==> config.mk <==
export PLATFORM = sky130hd
export DESIGN_NAME = trig_fanout
export DESIGN_NICKNAME = d
export VERILOG_FILES = /design/src/rtl/trig_fanout_pkg.sv /design/src/rtl/trig_decode.sv /design/src/rtl/trig_line.sv /design/src/rtl/chsel_strobe.sv /design/src/rtl/trig_fanout.sv
export SDC_FILE = /design/constraint.sdc
export NUM_CORES = 1
export LEC_CHECK = 0
export BUFFER_PORTS_ARGS = -buffer_cell sky130_fd_sc_hd__buf_2
export CAP_MARGIN = 20
export CORE_MARGIN = 1
export CORE_UTILIZATION = 57
export CTS_BUF_LIST = sky130_fd_sc_hd__clkbuf_4 sky130_fd_sc_hd__clkbuf_8
export DETAILED_ROUTE_END_ITERATION = 16
export PLACE_DENSITY_LB_ADDON = 0.08
export SLEW_MARGIN = 20
export SYNTH_ARGS = -nofsm -noshare
export SYNTH_HDL_FRONTEND = slang
export SYNTH_SLANG_ARGS = --single-unit
==> constraint.sdc <==
create_clock -name clk -period 2.25 [get_ports clk]
set_input_delay 0.45 -clock clk [delete_from_list [all_inputs] [get_ports clk]]
set_output_delay 0.45 -clock clk [all_outputs]
set_load 0.02 [all_outputs]
==> src/rtl/trig_fanout_pkg.sv <==
package trig_fanout_pkg;
    typedef enum logic [1:0] {
        LN_LOW   = 2'd0,
        LN_HIGH  = 2'd1,
        LN_PULSE = 2'd2
    } line_st_e;

    typedef enum logic {
        WR_IDLE   = 1'b0,
        WR_ACTIVE = 1'b1
    } wr_st_e;
endpackage

==> src/rtl/trig_decode.sv <==
module trig_decode #(
    parameter int N_TRIG = 16,
    parameter int OPT_W  = 4
) (
    input  logic              clk,
    input  logic              rst_n,
    input  logic              req_valid,
    input  logic [OPT_W-1:0]  req_opt,
    input  logic [N_TRIG-1:0] bcast_mask,
    output logic [N_TRIG-1:0] hit
);
    localparam logic [OPT_W-1:0] BCAST_CODE = {OPT_W{1'b1}};

    for (genvar i = 0; i < N_TRIG; i++) begin : g_hit
        always_comb begin
            if (!req_valid)
                hit[i] = 1'b0;
            else if (req_opt == BCAST_CODE)
                hit[i] = bcast_mask[i];
            else
                hit[i] = (req_opt == OPT_W'(i));
        end
    end

    // a non-broadcast request reaches exactly one line
    assert_single_hit_R2: assert property (@(posedge clk) disable iff (!rst_n)
        (req_valid && req_opt != BCAST_CODE) |-> $countones(hit) == 1);

    // a broadcast never hits a line outside the mask
    assert_bcast_in_mask_R3: assert property (@(posedge clk) disable iff (!rst_n)
        (req_valid && req_opt == BCAST_CODE) |-> (hit & ~bcast_mask) == '0);
endmodule

==> src/rtl/trig_line.sv <==
module trig_line
    import trig_fanout_pkg::*;
#(
    parameter int PW_W = 8
) (
    input  logic            clk,
    input  logic            rst_n,
    input  logic            hit,
    input  logic            pulse_mode,
    input  logic [PW_W-1:0] width,
    output logic            level
);
    line_st_e        st, st_nxt;
    logic [PW_W-1:0] cnt, cnt_nxt;

    always_comb begin
        st_nxt  = st;
        cnt_nxt = cnt;
        unique case (st)
            LN_LOW: begin
                if (hit) begin
                    if (pulse_mode) begin
                        st_nxt  = LN_PULSE;
                        cnt_nxt = width;
                    end else begin
                        st_nxt = LN_HIGH;
                    end
                end
            end
            LN_HIGH: begin
                if (hit) begin
                    if (pulse_mode) begin
                        st_nxt  = LN_PULSE;
                        cnt_nxt = width;
                    end else begin
                        st_nxt = LN_LOW;
                    end
                end
            end
            LN_PULSE: begin
                if (hit) begin
                    if (pulse_mode) cnt_nxt = width;
                    else            st_nxt  = LN_LOW;
                end else if (cnt == '0) begin
                    st_nxt = LN_LOW;
                end else begin
                    cnt_nxt = cnt - 1'b1;
                end
            end
            default: st_nxt = LN_LOW;
        endcase
    end

    always_ff @(posedge clk or negedge rst_n) begin
        if (!rst_n) begin
            st  <= LN_LOW;
            cnt <= '0;
        end else begin
            st  <= st_nxt;
            cnt <= cnt_nxt;
        end
    end

    always_ff @(posedge clk or negedge rst_n) begin
        if (!rst_n) level <= 1'b0;
        else        level <= (st_nxt != LN_LOW);
    end

    // level-flip hit inverts the line
    assert_flip_R4: assert property (@(posedge clk) disable iff (!rst_n)
        (hit && !pulse_mode) |=> level != $past(level));

    // pulse hit drives the line high
    assert_pulse_high_R5: assert property (@(posedge clk) disable iff (!rst_n)
        (hit && pulse_mode) |=> level);

    // outside a pulse, no hit means no change
    assert_hold_R8: assert property (@(posedge clk) disable iff (!rst_n)
        (!hit && st != LN_PULSE) |=> $stable(level));
endmodule

==> src/rtl/chsel_strobe.sv <==
module chsel_strobe
    import trig_fanout_pkg::*;
#(
    parameter int LIT_W = 16
) (
    input  logic             clk,
    input  logic             rst_n,
    input  logic             lit_strobe,
    input  logic [LIT_W-1:0] lit_value,
    output logic [LIT_W-1:0] chsel_data,
    output logic             chsel_we
);
    wr_st_e st, st_nxt;

    always_comb begin
        unique case (st)
            WR_IDLE:   st_nxt = lit_strobe ? WR_ACTIVE : WR_IDLE;
            WR_ACTIVE: st_nxt = lit_strobe ? WR_ACTIVE : WR_IDLE;
            default:   st_nxt = WR_IDLE;
        endcase
    end

    always_ff @(posedge clk or negedge rst_n) begin
        if (!rst_n) st <= WR_IDLE;
        else        st <= st_nxt;
    end

    always_ff @(posedge clk or negedge rst_n) begin
        if (!rst_n) begin
            chsel_data <= '0;
            chsel_we   <= 1'b0;
        end else begin
            chsel_we <= (st_nxt == WR_ACTIVE);
            if (lit_strobe) chsel_data <= lit_value;
        end
    end

    // strobe produces the write with the sampled literal
    assert_write_R7: assert property (@(posedge clk) disable iff (!rst_n)
        lit_strobe |=> (chsel_we && chsel_data == $past(lit_value)));

    // no strobe, no write and data held
    assert_quiet_R7: assert property (@(posedge clk) disable iff (!rst_n)
        !lit_strobe |=> (!chsel_we && $stable(chsel_data)));
endmodule

==> src/rtl/trig_fanout.sv <==
module trig_fanout #(
    parameter int N_TRIG = 16,
    parameter int OPT_W  = 4,
    parameter int PW_W   = 8,
    parameter int LIT_W  = 16
) (
    input  logic              clk,
    input  logic              rst_n,
    input  logic              req_valid,
    input  logic [OPT_W-1:0]  req_opt,
    input  logic [N_TRIG-1:0] bcast_mask,
    input  logic              pulse_mode,
    input  logic [PW_W-1:0]   pulse_width,
    input  logic [LIT_W-1:0]  lit_value,
    input  logic              lit_strobe,
    output logic [N_TRIG-1:0] trig_out,
    output logic [LIT_W-1:0]  chsel_data,
    output logic              chsel_we
);
    logic [N_TRIG-1:0] hit;

    trig_decode #(.N_TRIG(N_TRIG), .OPT_W(OPT_W)) u_decode (
        .clk        (clk),
        .rst_n      (rst_n),
        .req_valid  (req_valid),
        .req_opt    (req_opt),
        .bcast_mask (bcast_mask),
        .hit        (hit)
    );

    for (genvar i = 0; i < N_TRIG; i++) begin : g_line
        trig_line #(.PW_W(PW_W)) u_line (
            .clk        (clk),
            .rst_n      (rst_n),
            .hit        (hit[i]),
            .pulse_mode (pulse_mode),
            .width      (pulse_width),
            .level      (trig_out[i])
        );
    end

    chsel_strobe #(.LIT_W(LIT_W)) u_strobe (
        .clk        (clk),
        .rst_n      (rst_n),
        .lit_strobe (lit_strobe),
        .lit_value  (lit_value),
        .chsel_data (chsel_data),
        .chsel_we   (chsel_we)
    );
endmodule

==> reports/metrics.yaml, run 1 <==
outcome: "finished, final reports clean"
synthesis.nets: 1417
drive_above_1_share_pct: 19.6
drv_cap: 0
cts.sinks: 193
crit_fanout: 6
rows: 52
setup_tns_ps: 0
antenna_found_initial: 1
dieArea_um2: 21700
max-slew-margin-rel_pct: 35.9
report.final.slew_viol_count: 0
min_period_over_period_pct: 96.2
tightest_slew_ps: 953
track_usage_pct: 31.6
hold_viol_final: 0
start_util_pct: 58.8
worst_setup_path_start_kind: "flip-flop"
vias: 11100
dp_cells: 1725
place.gp.congestion: 0.931
p_total_mw: 15.5
cp.arrival_ps: 2540
vias_per_cell: 6.30
grt.overflow.total: 0
die_h_um: 147
critPathMaxStageDelay_ps: 580
drcViolationCount: 0
cts_buffers: 17
ioPinCount: 82
busiest_layer: "met2"
grt_max_degree: 58
clk_pin_slew_ps: 110
required_ps: 2630
avgRoutedWirePerCell_um: 19.1
hpwl_um: 24800
async_flop_share_pct: 100
synthCells: 1336
grt_pass1_wl_um: 54000
finalSetupViolations: 0
hold_class: "input pin to flip-flop"
drt_iter0_drc: 804
use_met2_pct: 49.2
clk_path_buf_depth: 2
synth.avg_cell_area_um2: 9.03
vdd_drop_max_uv: 670
clk_latency_ps: 480
cts_root_buf: "clkbuf_8"
nets: 1556
drt-total-wl_um: 33700
synth-main-ff-cell: "dfrtp_1"
use_met3_pct: 4.94
stdcell_count: 1759
ys_seq_area_share_pct: 40.0
p_leak_nw: 5.95
skew_ps: 15.2
critPathKind: "flip-flop to flip-flop"
syn_area_um2: 12100
portBuffers: 81
cts_tree: "built"
path_cells: "or4_4 > o41a_1 > nor3b_4 > or2_4 > or2_1"
die_x_um: 147
endpoint_kind: "flip-flop"
met1_usage_pct: 45.3
powerDensity_nw_per_um2: 1130
synth_edf_count: 0
drtPass1Iterations: 5
cpMaxStageDelayCell: "or4_4"
yosysWarnings: 0
h-tree-depth: 4
synth_cell_types: 96
timing.hold.ws_ps: 186
fmax_ghz: 0.462
min_period_ps: 2170
grt_pass1_vias: 10200
ant_nets: 0
core_area_um2: 20500
post-route-util_pct: 67.2
synth_seq_cells: 193
rsz0062_at_grt: "no"
area_growth_pct: 14.2
## registers in the layout (all words and copies together), names as in the netlist
signal               cells
g_line.u_line.level     16
g_line.u_line.st        32
g_line.u_line.cnt      128
u_strobe.st              1
u_strobe.chsel_data     16
## placed cells by master (no fill, tap or decap), types with 29 or more instances in the layout
master,count
ha_1,32
inv_1,62
nand3_1,49
nor3_1,37
buf_4,101
nand2_1,112
a21oi_1,85
nor2_1,106
o21ai_0,81
buf_2,80
dfrtp_1,193
mux2i_1,46
nand2b_1,29
## area by class of cell
| type | instances | area (µm²) |
|---|---|---|
| multi-input cells | 1010 | 6630 |
| repair buffers | 189 | 1300 |
| inverters | 64 | 240 |
| clock inverters | 15 | 195 |
| fillers | 1742 | 6720 |
| well taps | 270 | 338 |
| clock buffers | 17 | 234 |
| diodes | 1 | 2.50 |
| flip-flops and latches | 193 | 4830 |
## where the power goes
part | leakage [nW] | internal (mW) | switching (mW)
registers | 2.32 | 4.82 | 1.45
clock network | 0.213 | 1.05 | 1.45
logic | 3.41 | 2.99 | 3.78
## path summary, 6_finish.rpt
| path | startpoint | endpoint | slack [ps] | cells past startpoint |
|---|---|---|---|---|
| max reg2reg | g_line[1].u_line.cnt[4] | g_line[1].u_line.level | 80 | 5 |
| max in group asynchronous | rst_n | g_line[3].u_line.cnt[1] | 1140 | 3 |
| max | g_line[1].u_line.cnt[4] | g_line[1].u_line.level | 80 | 5 |
| min reg2reg | g_line[13].u_line.st[1] | g_line[13].u_line.st[0] | 460 | 1 |
| min | lit_value[9] | u_strobe.chsel_data[9] | 190 | 2 |
| min in group asynchronous | rst_n | g_line[14].u_line.cnt[5] | 500 | 2 |
## critical path, delay by kind of cell (launching register included)
kind            cells  cell delay [ps]
compound gates      1              360
flops               1              450
simple gates        4             1250
## synth_stat cells, drive strengths merged (20+ instances only)
| library cell | instances | share of area (%) |
|---|---|---|
| dfrtp | 193 | 40 |
| nand2 | 112 | 3.5 |
| nor2 | 108 | 3.4 |
| o21ai | 88 | 3.7 |
| a21oi | 87 | 3.7 |
| inv | 63 | 2.0 |
| buf | 49 | 2.4 |
| nand3 | 49 | 2.0 |
| mux2i | 47 | 3.9 |
| nor3 | 39 | 1.7 |
| ha | 32 | 3.3 |
| nand2b | 29 | 1.5 |
| mux2 | 25 | 2.3 |
| and3 | 22 | 1.2 |
| or3 | 22 | 1.1 |
| nand4 | 21 | 1.1 |
| nor4 | 21 | 1.1 |
| a32o | 20 | 1.7 |
| clkbuf | 20 | 0.62 |
## cells by family (layout without fill, tap and decap cells)
group	after synthesis	in the layout	share of synthesized area, %
buffers and inverters	133	285	5.02
muxes	72	72	6.27
xor gates and xnor gates	3	3	0.218
other	0	1	0
and+or+nand+nor	513	513	22.6
adders and majority gates	32	32	3.32
DFF	193	193	40.0
AOI/OAI and AO/OA	390	390	22.6
## metal layers
| layer | vias to the layer above | share of wire, % |
|---|---|---|
| li1 | 5262 | - |
| met1 | 5362 | 45 |
| met4 | 0 | 2.5 |
| met5 | - | 0 |
| met2 | 412 | 45 |
| met3 | 47 | 6.9 |
## what timing repair did
action | CTS | global route
setup buffers | 0 | 0
hold buffers | 1 | 0
resized for setup | 0 | 1
setup endpoints to repair | 0 | 6
endpoints found under the hold margin | 50 | 0
## through the flow
| step | setup slack, ps | cell area (µm²) |
|---|---|---|
| after floorplan | 129 | 12100 |
| after global placement | -66.3 | 13300 |
| after detailed placement | -72.0 | 13300 |
| after CTS | 98.6 | 13800 |
| after global routing | 1.75 | 13800 |
| final | 84.6 | 13800 |
Note: power is estimated with default switching activity, not from simulation.
==> run 2, diff against run 1 <==
Settings changed: REMOVE_ABC_BUFFERS set to 1.
==> run 2 against run 1 <==
Against the previous run:
- non-clock buffer count is 7 higher
- sequential power barely moved
- sequential share of layout area is 0.099 points lower
- combinational power down 0.7%
- total power fell by 0.81%
- fmax shrank 0.88%
- global-route usage fell by 0.27 points
- setup slack lost 19 ps
- first-iteration DRC count increased by 25%
- worst hold slack got worse by 11 ps
- critical path depth stayed put
==> reports/metrics.yaml, run 2 (synthesized netlist as in run 1, its figures left out) <==
outcome: "finished, final reports clean"
rr_startpoint: "g_line[1].u_line.cnt[4]"
cts.sinks: 193  # unchanged
drcViolationCount: 0  # unchanged
dp_cells: 1732  # +0.41%
hold_viol_final: 0  # unchanged
met1_usage_pct: 43.4  # -1.9 points
ioPinCount: 82  # unchanged
largest_reg_flops: 128  # unchanged
skew_ps: 16.3  # +1.09 ps
drt_iter0_drc: 1002  # +25%
max-slew-margin-rel_pct: 49.9  # +14 points
area_growth_pct: 14.5
avgRoutedWirePerCell_um: 18.8  # -2.0%
ant_nets: 0  # unchanged
r2r_end: "g_line[1].u_line.level"
required_ps: 2630  # about the same
place.gp.congestion: 0.936  # +0.55%
endpoint_kind: "flip-flop"
portBuffers: 81  # unchanged
clk_path_buf_depth: 2  # unchanged
drive_above_1_share_pct: 20.0  # +0.38 points
cp-startpoint: "g_line[1].u_line.cnt[4]"
crit_fanout: 6  # unchanged
cts_root_buf: "clkbuf_8"
seq_power_share_pct: 40.6  # +0.2 points
grt_max_degree: 56  # -3.4%
cp.arrival_ps: 2570  # +30 ps
worst-r2r-setup-slack_ps: 70  # -20 ps
grt_pass1_wl_um: 53400  # -1.2%
final_common_cell: "dfrtp_1"
hpwl_um: 24000  # -3.4%
postLayoutCellArea_um2: 13800  # +0.28%
vias_per_cell: 6.32  # +0.26%
stdcell_count: 1766  # +0.40%
vdd_drop_max_uv: 597  # -11%
busiest_layer: "met2"
min_from: "lit_value[8]"
cts_buffers: 17  # unchanged
antenna_found_initial: 2  # +1
h-tree-depth: 4  # unchanged
p_clk_share_pct: 15.7  # -0.3 points
reg2reg_depth: 5  # unchanged
holdPathStages: 2  # unchanged
p_leak_nw: 5.98  # +0.59%
finalSetupViolations: 0  # unchanged
path_cells: "or4_4 > o41a_1 > nor3b_4 > or2_4 > or2_1"
track_usage_pct: 31.3  # -0.27 points
cts_tree: "built"
use_met2_pct: 49.0  # -0.21 points
drv_cap: 0  # unchanged
drtPass1Iterations: 6  # +1
power_frac_comb_pct: 43.6  # about the same
die_x_um: 147  # unchanged
cpMaxStageDelayCell: "or4_4"
min_period_over_period_pct: 97.1  # +0.86 points
clk_latency_ps: 500  # +20 ps
rows: 52  # unchanged
core_area_um2: 20500  # unchanged
p_sw_share_pct: 42.9  # about the same
dieArea_um2: 21700  # unchanged
top_regs: "g_line.u_line.cnt (128), g_line.u_line.st (32)"
hold_class: "input pin to flip-flop"
min_period_ps: 2180  # +19.3 ps
die_h_um: 147  # unchanged
use_met3_pct: 4.14  # -0.80 points
report.final.slew_viol_count: 0  # unchanged
worst_setup_path_start_kind: "flip-flop"
grt.overflow.total: 0  # unchanged
n_fill_cell: 1700  # -2.4%
start_util_pct: 58.8  # unchanged
rsz0062_at_grt: "no"
fmax_ghz: 0.458  # -0.88%
drt-total-wl_um: 33100  # -1.6%
mostFrequentLayoutCells: "dfrtp_1, nand2_1, buf_4"
powerDensity_nw_per_um2: 1120  # -1.1%
dpl-instance-area_um2: 13400  # +0.39%
nets: 1563  # +0.45%
clk_pin_slew_ps: 110  # about the same
p_int_mw: 8.79  # -0.73%
vias: 11200  # +0.66%
grt_pass1_vias: 10500  # +3.1%
critPathMaxStageDelay_ps: 570  # about the same
cts_setup_buffers: 0  # unchanged
tightest_slew_ps: 745  # -209 ps
p_switching_mw: 6.61  # -0.90%
critPathKind: "flip-flop to flip-flop"
regMostFlops: "g_line.u_line.cnt"
holdPathEnd: "u_strobe.chsel_data[8]"
setup_tns_ps: 0  # unchanged
## run 2: how the worst max path moves through the flow
stage | endpoint | cells after the start
after floorplan | g_line[15].u_line.cnt[3] | 5
after global placement | g_line[10].u_line.cnt[5] | 8
after detailed placement | g_line[10].u_line.cnt[5] | 8
after CTS | g_line[9].u_line.cnt[4] | 9
after global routing | g_line[10].u_line.level | 7
final | g_line[1].u_line.level | 5
## run 2: layout make-up
| class | instances | area [µm²] | area share (%) |
|---|---|---|---|
| Multi-Input combinational cell | 1010 | 6630 | 48.0 |
| Clock inverter | 14 | 168 | 1.21 |
| Timing Repair Buffer | 196 | 1360 | 9.81 |
| Tap cell | 270 | 338 | 2.45 |
| Clock buffer | 18 | 248 | 1.79 |
| Inverter | 64 | 240 | 1.74 |
| Antenna cell | 1 | 2.50 | 0.0181 |
| Sequential cell | 193 | 4830 | 35.0 |
## run 2: per-stage QoR
stage          utilization, %  worst slack [ps]  power, mW  hold slack (ps)
2_1_floorplan               -              -253       10.6              154
3_3_place_gp             65.3              11.2       12.7              422
3_5_place_dp             65.3             -17.7       12.9              425
4_1_cts                  67.3              50.8       15.4              156
5_1_grt                  67.4              15.4       16.5              169
6_report                 67.4              65.3       15.4              175
## run 2: critical path: cells and delay by family, from the launching register on
kind	cells	cell delay (ps)
compound gates	1	380
flops	1	440
simple gates	4	1260
## run 2: timing repair
| item | 4_1_cts | 5_1_grt |
|---|---|---|
| hold buffers | 1 | 0 |
| endpoints found under the setup margin | 0 | 5 |
| hold endpoints to repair | 41 | 0 |
| gates resized for setup | 0 | 1 |
## run 2: metal layers
| metal | part of all wire, % | routed length [µm] | vias up |
|---|---|---|---|
| met2 | 45 | 15000 | 387 |
| li1 | - | - | 5267 |
| met3 | 5.8 | 1920 | 86 |
| met1 | 45 | 14900 | 5416 |
| met5 | 0 | 0 | - |
| met4 | 3.9 | 1290 | 0 |
## run 2: power groups by stage
| stage | Combinational, mW | Sequential [mW] | Clock, mW |
|---|---|---|---|
| 2_1_floorplan | 4.49 | 6.10 | 0 |
| 3_3_place_gp | 6.47 | 6.25 | 0 |
| 3_5_place_dp | 6.66 | 6.26 | 0 |
| 4_1_cts | 6.68 | 6.21 | 2.47 |
| 5_1_grt | 7.49 | 6.47 | 2.58 |
| 6_report | 6.72 | 6.26 | 2.42 |
==> run 3, diff against run 2 <==
==> constraint.sdc (replaced) <==
create_clock -name clk -period 2.25 [get_ports clk]
set_input_delay 0.1125 -clock clk [delete_from_list [all_inputs] [get_ports clk]]
set_output_delay 0.1125 -clock clk [all_outputs]
set_load 0.02 [all_outputs]
==> run 3 against run 2 <==
Against the previous run:
- core utilization shrank 1.3 points
- total power decreased by 3.1%
- die area stayed put
- register-to-register slack better by 50 ps
- final cell count is 2.1% lower
- design area down 1.9%
- first-iteration DRC count down 11%
- routed wire length is 2.2% lower
- count of clock-buffer cells in the layout rose by 1
- via count is 2.2% lower
- combinational power down 4.2%
- clock power is 7% lower
- highest routed layer unchanged
==> reports/metrics.yaml, run 3 (synthesized netlist as in run 1, its figures left out) <==
outcome: "finished, final reports clean"
tightest_slew_ps: 846  # +101 ps
seq_power_share_pct: 41.8  # +1.2 points
drt-total-wl_um: 32400  # -2.2%
mostFrequentLayoutCells: "dfrtp_1, nand2_1, nor2_1"
clk_latency_ps: 490  # about the same
reg2reg_depth: 5  # unchanged
ant_nets: 0  # unchanged
core_area_um2: 20500  # unchanged
grt_pass1_wl_um: 52400  # -1.9%
start_util_pct: 58.8  # unchanged
finalSetupViolations: 0  # unchanged
die_x_um: 147  # unchanged
hold_viol_final: 0  # unchanged
die_h_um: 147  # unchanged
drtPass1Iterations: 5  # -1
critPathMaxStageDelay_ps: 570  # about the same
setup_tns_ps: 0  # unchanged
holdPathEnd: "g_line[7].u_line.cnt[0]"
n_fill_cell: 1718  # +1.1%
holdPathStages: 3  # +1
drive_above_1_share_pct: 17.0  # -3.0 points
p_leak_nw: 5.77  # -3.6%
clk_path_buf_depth: 2  # unchanged
min_period_ps: 2140  # -46.7 ps
grt_max_degree: 69  # +23%
critPathKind: "flip-flop to flip-flop"
p_switching_mw: 6.46  # -2.3%
drv_cap: 0  # unchanged
clk_pin_slew_ps: 120  # about the same
cp_top_family: "simple AND/OR/NAND/NOR gates"
final_common_cell: "dfrtp_1"
path_cells: "or4_4 > o41a_1 > nor3b_4 > or2_4 > or2_1"
cp.arrival_ps: 2510  # -60 ps
powerDensity_nw_per_um2: 1100  # -1.2%
cts_tree: "built"
nets: 1528  # -2.2%
worst-r2r-setup-slack_ps: 110  # +50 ps
drcViolationCount: 0  # unchanged
pre_cts_slack_ps: 93.9  # +112 ps
antenna_found_initial: 0  # -2
top_regs: "g_line.u_line.cnt (128), g_line.u_line.st (32)"
skew_ps: 20.2  # +3.94 ps
track_usage_pct: 30.6  # -0.75 points
grt.overflow.total: 0  # unchanged
vdd_drop_max_uv: 565  # -5.3%
power_frac_comb_pct: 43.1  # -0.5 points
portBuffers: 81  # unchanged
avgRoutedWirePerCell_um: 18.7  # -0.15%
rows: 52  # unchanged
h-tree-depth: 4  # unchanged
vias: 10900  # -2.2%
hold_class: "input pin to flip-flop"
area_growth_pct: 12.4
report.final.slew_viol_count: 0  # unchanged
worst_setup_path_start_kind: "flip-flop"
r2r_end: "g_line[1].u_line.level"
dpl-instance-area_um2: 13000  # -3.1%
p_sw_share_pct: 43.3  # +0.36 points
max-slew-margin-rel_pct: 43.6  # -6.3 points
cts_buffers: 17  # unchanged
drt_iter0_drc: 893  # -11%
crit_fanout: 6  # unchanged
cts_setup_buffers: 0  # unchanged
place.gp.congestion: 0.924  # -1.3%
cpMaxStageDelayCell: "or4_4"
endpoint_kind: "flip-flop"
rr_startpoint: "g_line[1].u_line.cnt[4]"
p_int_mw: 8.47  # -3.7%
layout_setup_ws_ps: 112  # +46.7 ps
p_clk_share_pct: 15.0  # -0.7 points
hpwl_um: 22600  # -6.0%
antennaDiodeCount: 0  # -1
regMostFlops: "g_line.u_line.cnt"
cts.sinks: 193  # unchanged
grt_pass1_vias: 10200  # -3.2%
required_ps: 2620  # about the same
worst-path-buf-inv: 0  # unchanged
largest_reg_flops: 128  # unchanged
fmax_ghz: 0.468  # +2.2%
min_from: "pulse_width[0]"
dieArea_um2: 21700  # unchanged
vias_per_cell: 6.31  # -0.14%
ioPinCount: 82  # unchanged
min_period_over_period_pct: 95.0  # -2.1 points
cts_root_buf: "clkbuf_8"
post-route-util_pct: 66.1  # -1.3 points
postLayoutCellArea_um2: 13600  # -1.9%
## run 3: power groups by stage
stage	combinational [mW]	clock [mW]	sequential [mW]
global placement	6.22	0	6.24
detailed placement	6.36	0	6.24
global route	7.17	2.41	6.47
floorplan	4.49	0	6.10
finish	6.44	2.25	6.25
CTS	6.41	2.30	6.20
## run 3: repair_timing
action                                 in CTS  in global routing
hold buffers                               19                  0
endpoints found under the hold margin      83                  0
gates resized for setup                     0                  5
setup endpoints to repair                   0                  6
## run 3: worst max-delay path by stage
stage,to,slack (ps),depth (start not counted),startpoint
6_report,g_line[1].u_line.level,110,5,g_line[1].u_line.cnt[4]
5_1_grt,g_line[9].u_line.cnt[0],-40,8,g_line[9].u_line.cnt[0]
4_1_cts,g_line[9].u_line.cnt[0],70,8,g_line[9].u_line.cnt[0]
3_5_place_dp,g_line[9].u_line.cnt[0],90,8,g_line[9].u_line.cnt[0]
3_3_place_gp,g_line[1].u_line.level,160,5,g_line[1].u_line.cnt[4]
2_1_floorplan,g_line[15].u_line.cnt[3],80,5,req_opt[3]
## run 3: per-layer routing
| metal | up-vias | global-route usage (%) | wire (µm) |
|---|---|---|---|
| li1 | 5192 | - | - |
| met1 | 5296 | 42.5 | 14800 |
| met2 | 358 | 48.8 | 15000 |
| met3 | 61 | 4.85 | 1850 |
| met4 | 0 | 10.4 | 766 |
| met5 | - | 0 | 0 |
## run 3: area by class of cell
| cell class | instances | area (µm²) | share of cell area (%) |
|---|---|---|---|
| inverters | 64 | 240 | 1.77 |
| clock buffers | 19 | 255 | 1.88 |
| repair buffers | 161 | 1120 | 8.30 |
| flip-flops and latches | 193 | 4830 | 35.6 |
| clock inverters | 12 | 116 | 0.859 |
| multi-input cells | 1010 | 6650 | 49.0 |
| well taps | 270 | 338 | 2.49 |
## run 3: stage by stage
step | hold slack (ps) | std cells | total power [mW]
2_1_floorplan | -183 | 1267 | 10.6
3_3_place_gp | 165 | 1679 | 12.5
3_5_place_dp | 166 | 1679 | 12.6
4_1_cts | 36.9 | 1729 | 14.9
5_1_grt | 31.9 | 1729 | 16.1
6_report | 55.1 | 1729 | 14.9
## run 3: tightest hold or removal path: stages
cell	delay, ps
buf_2	190
nor2_1	130
o31ai_1	80
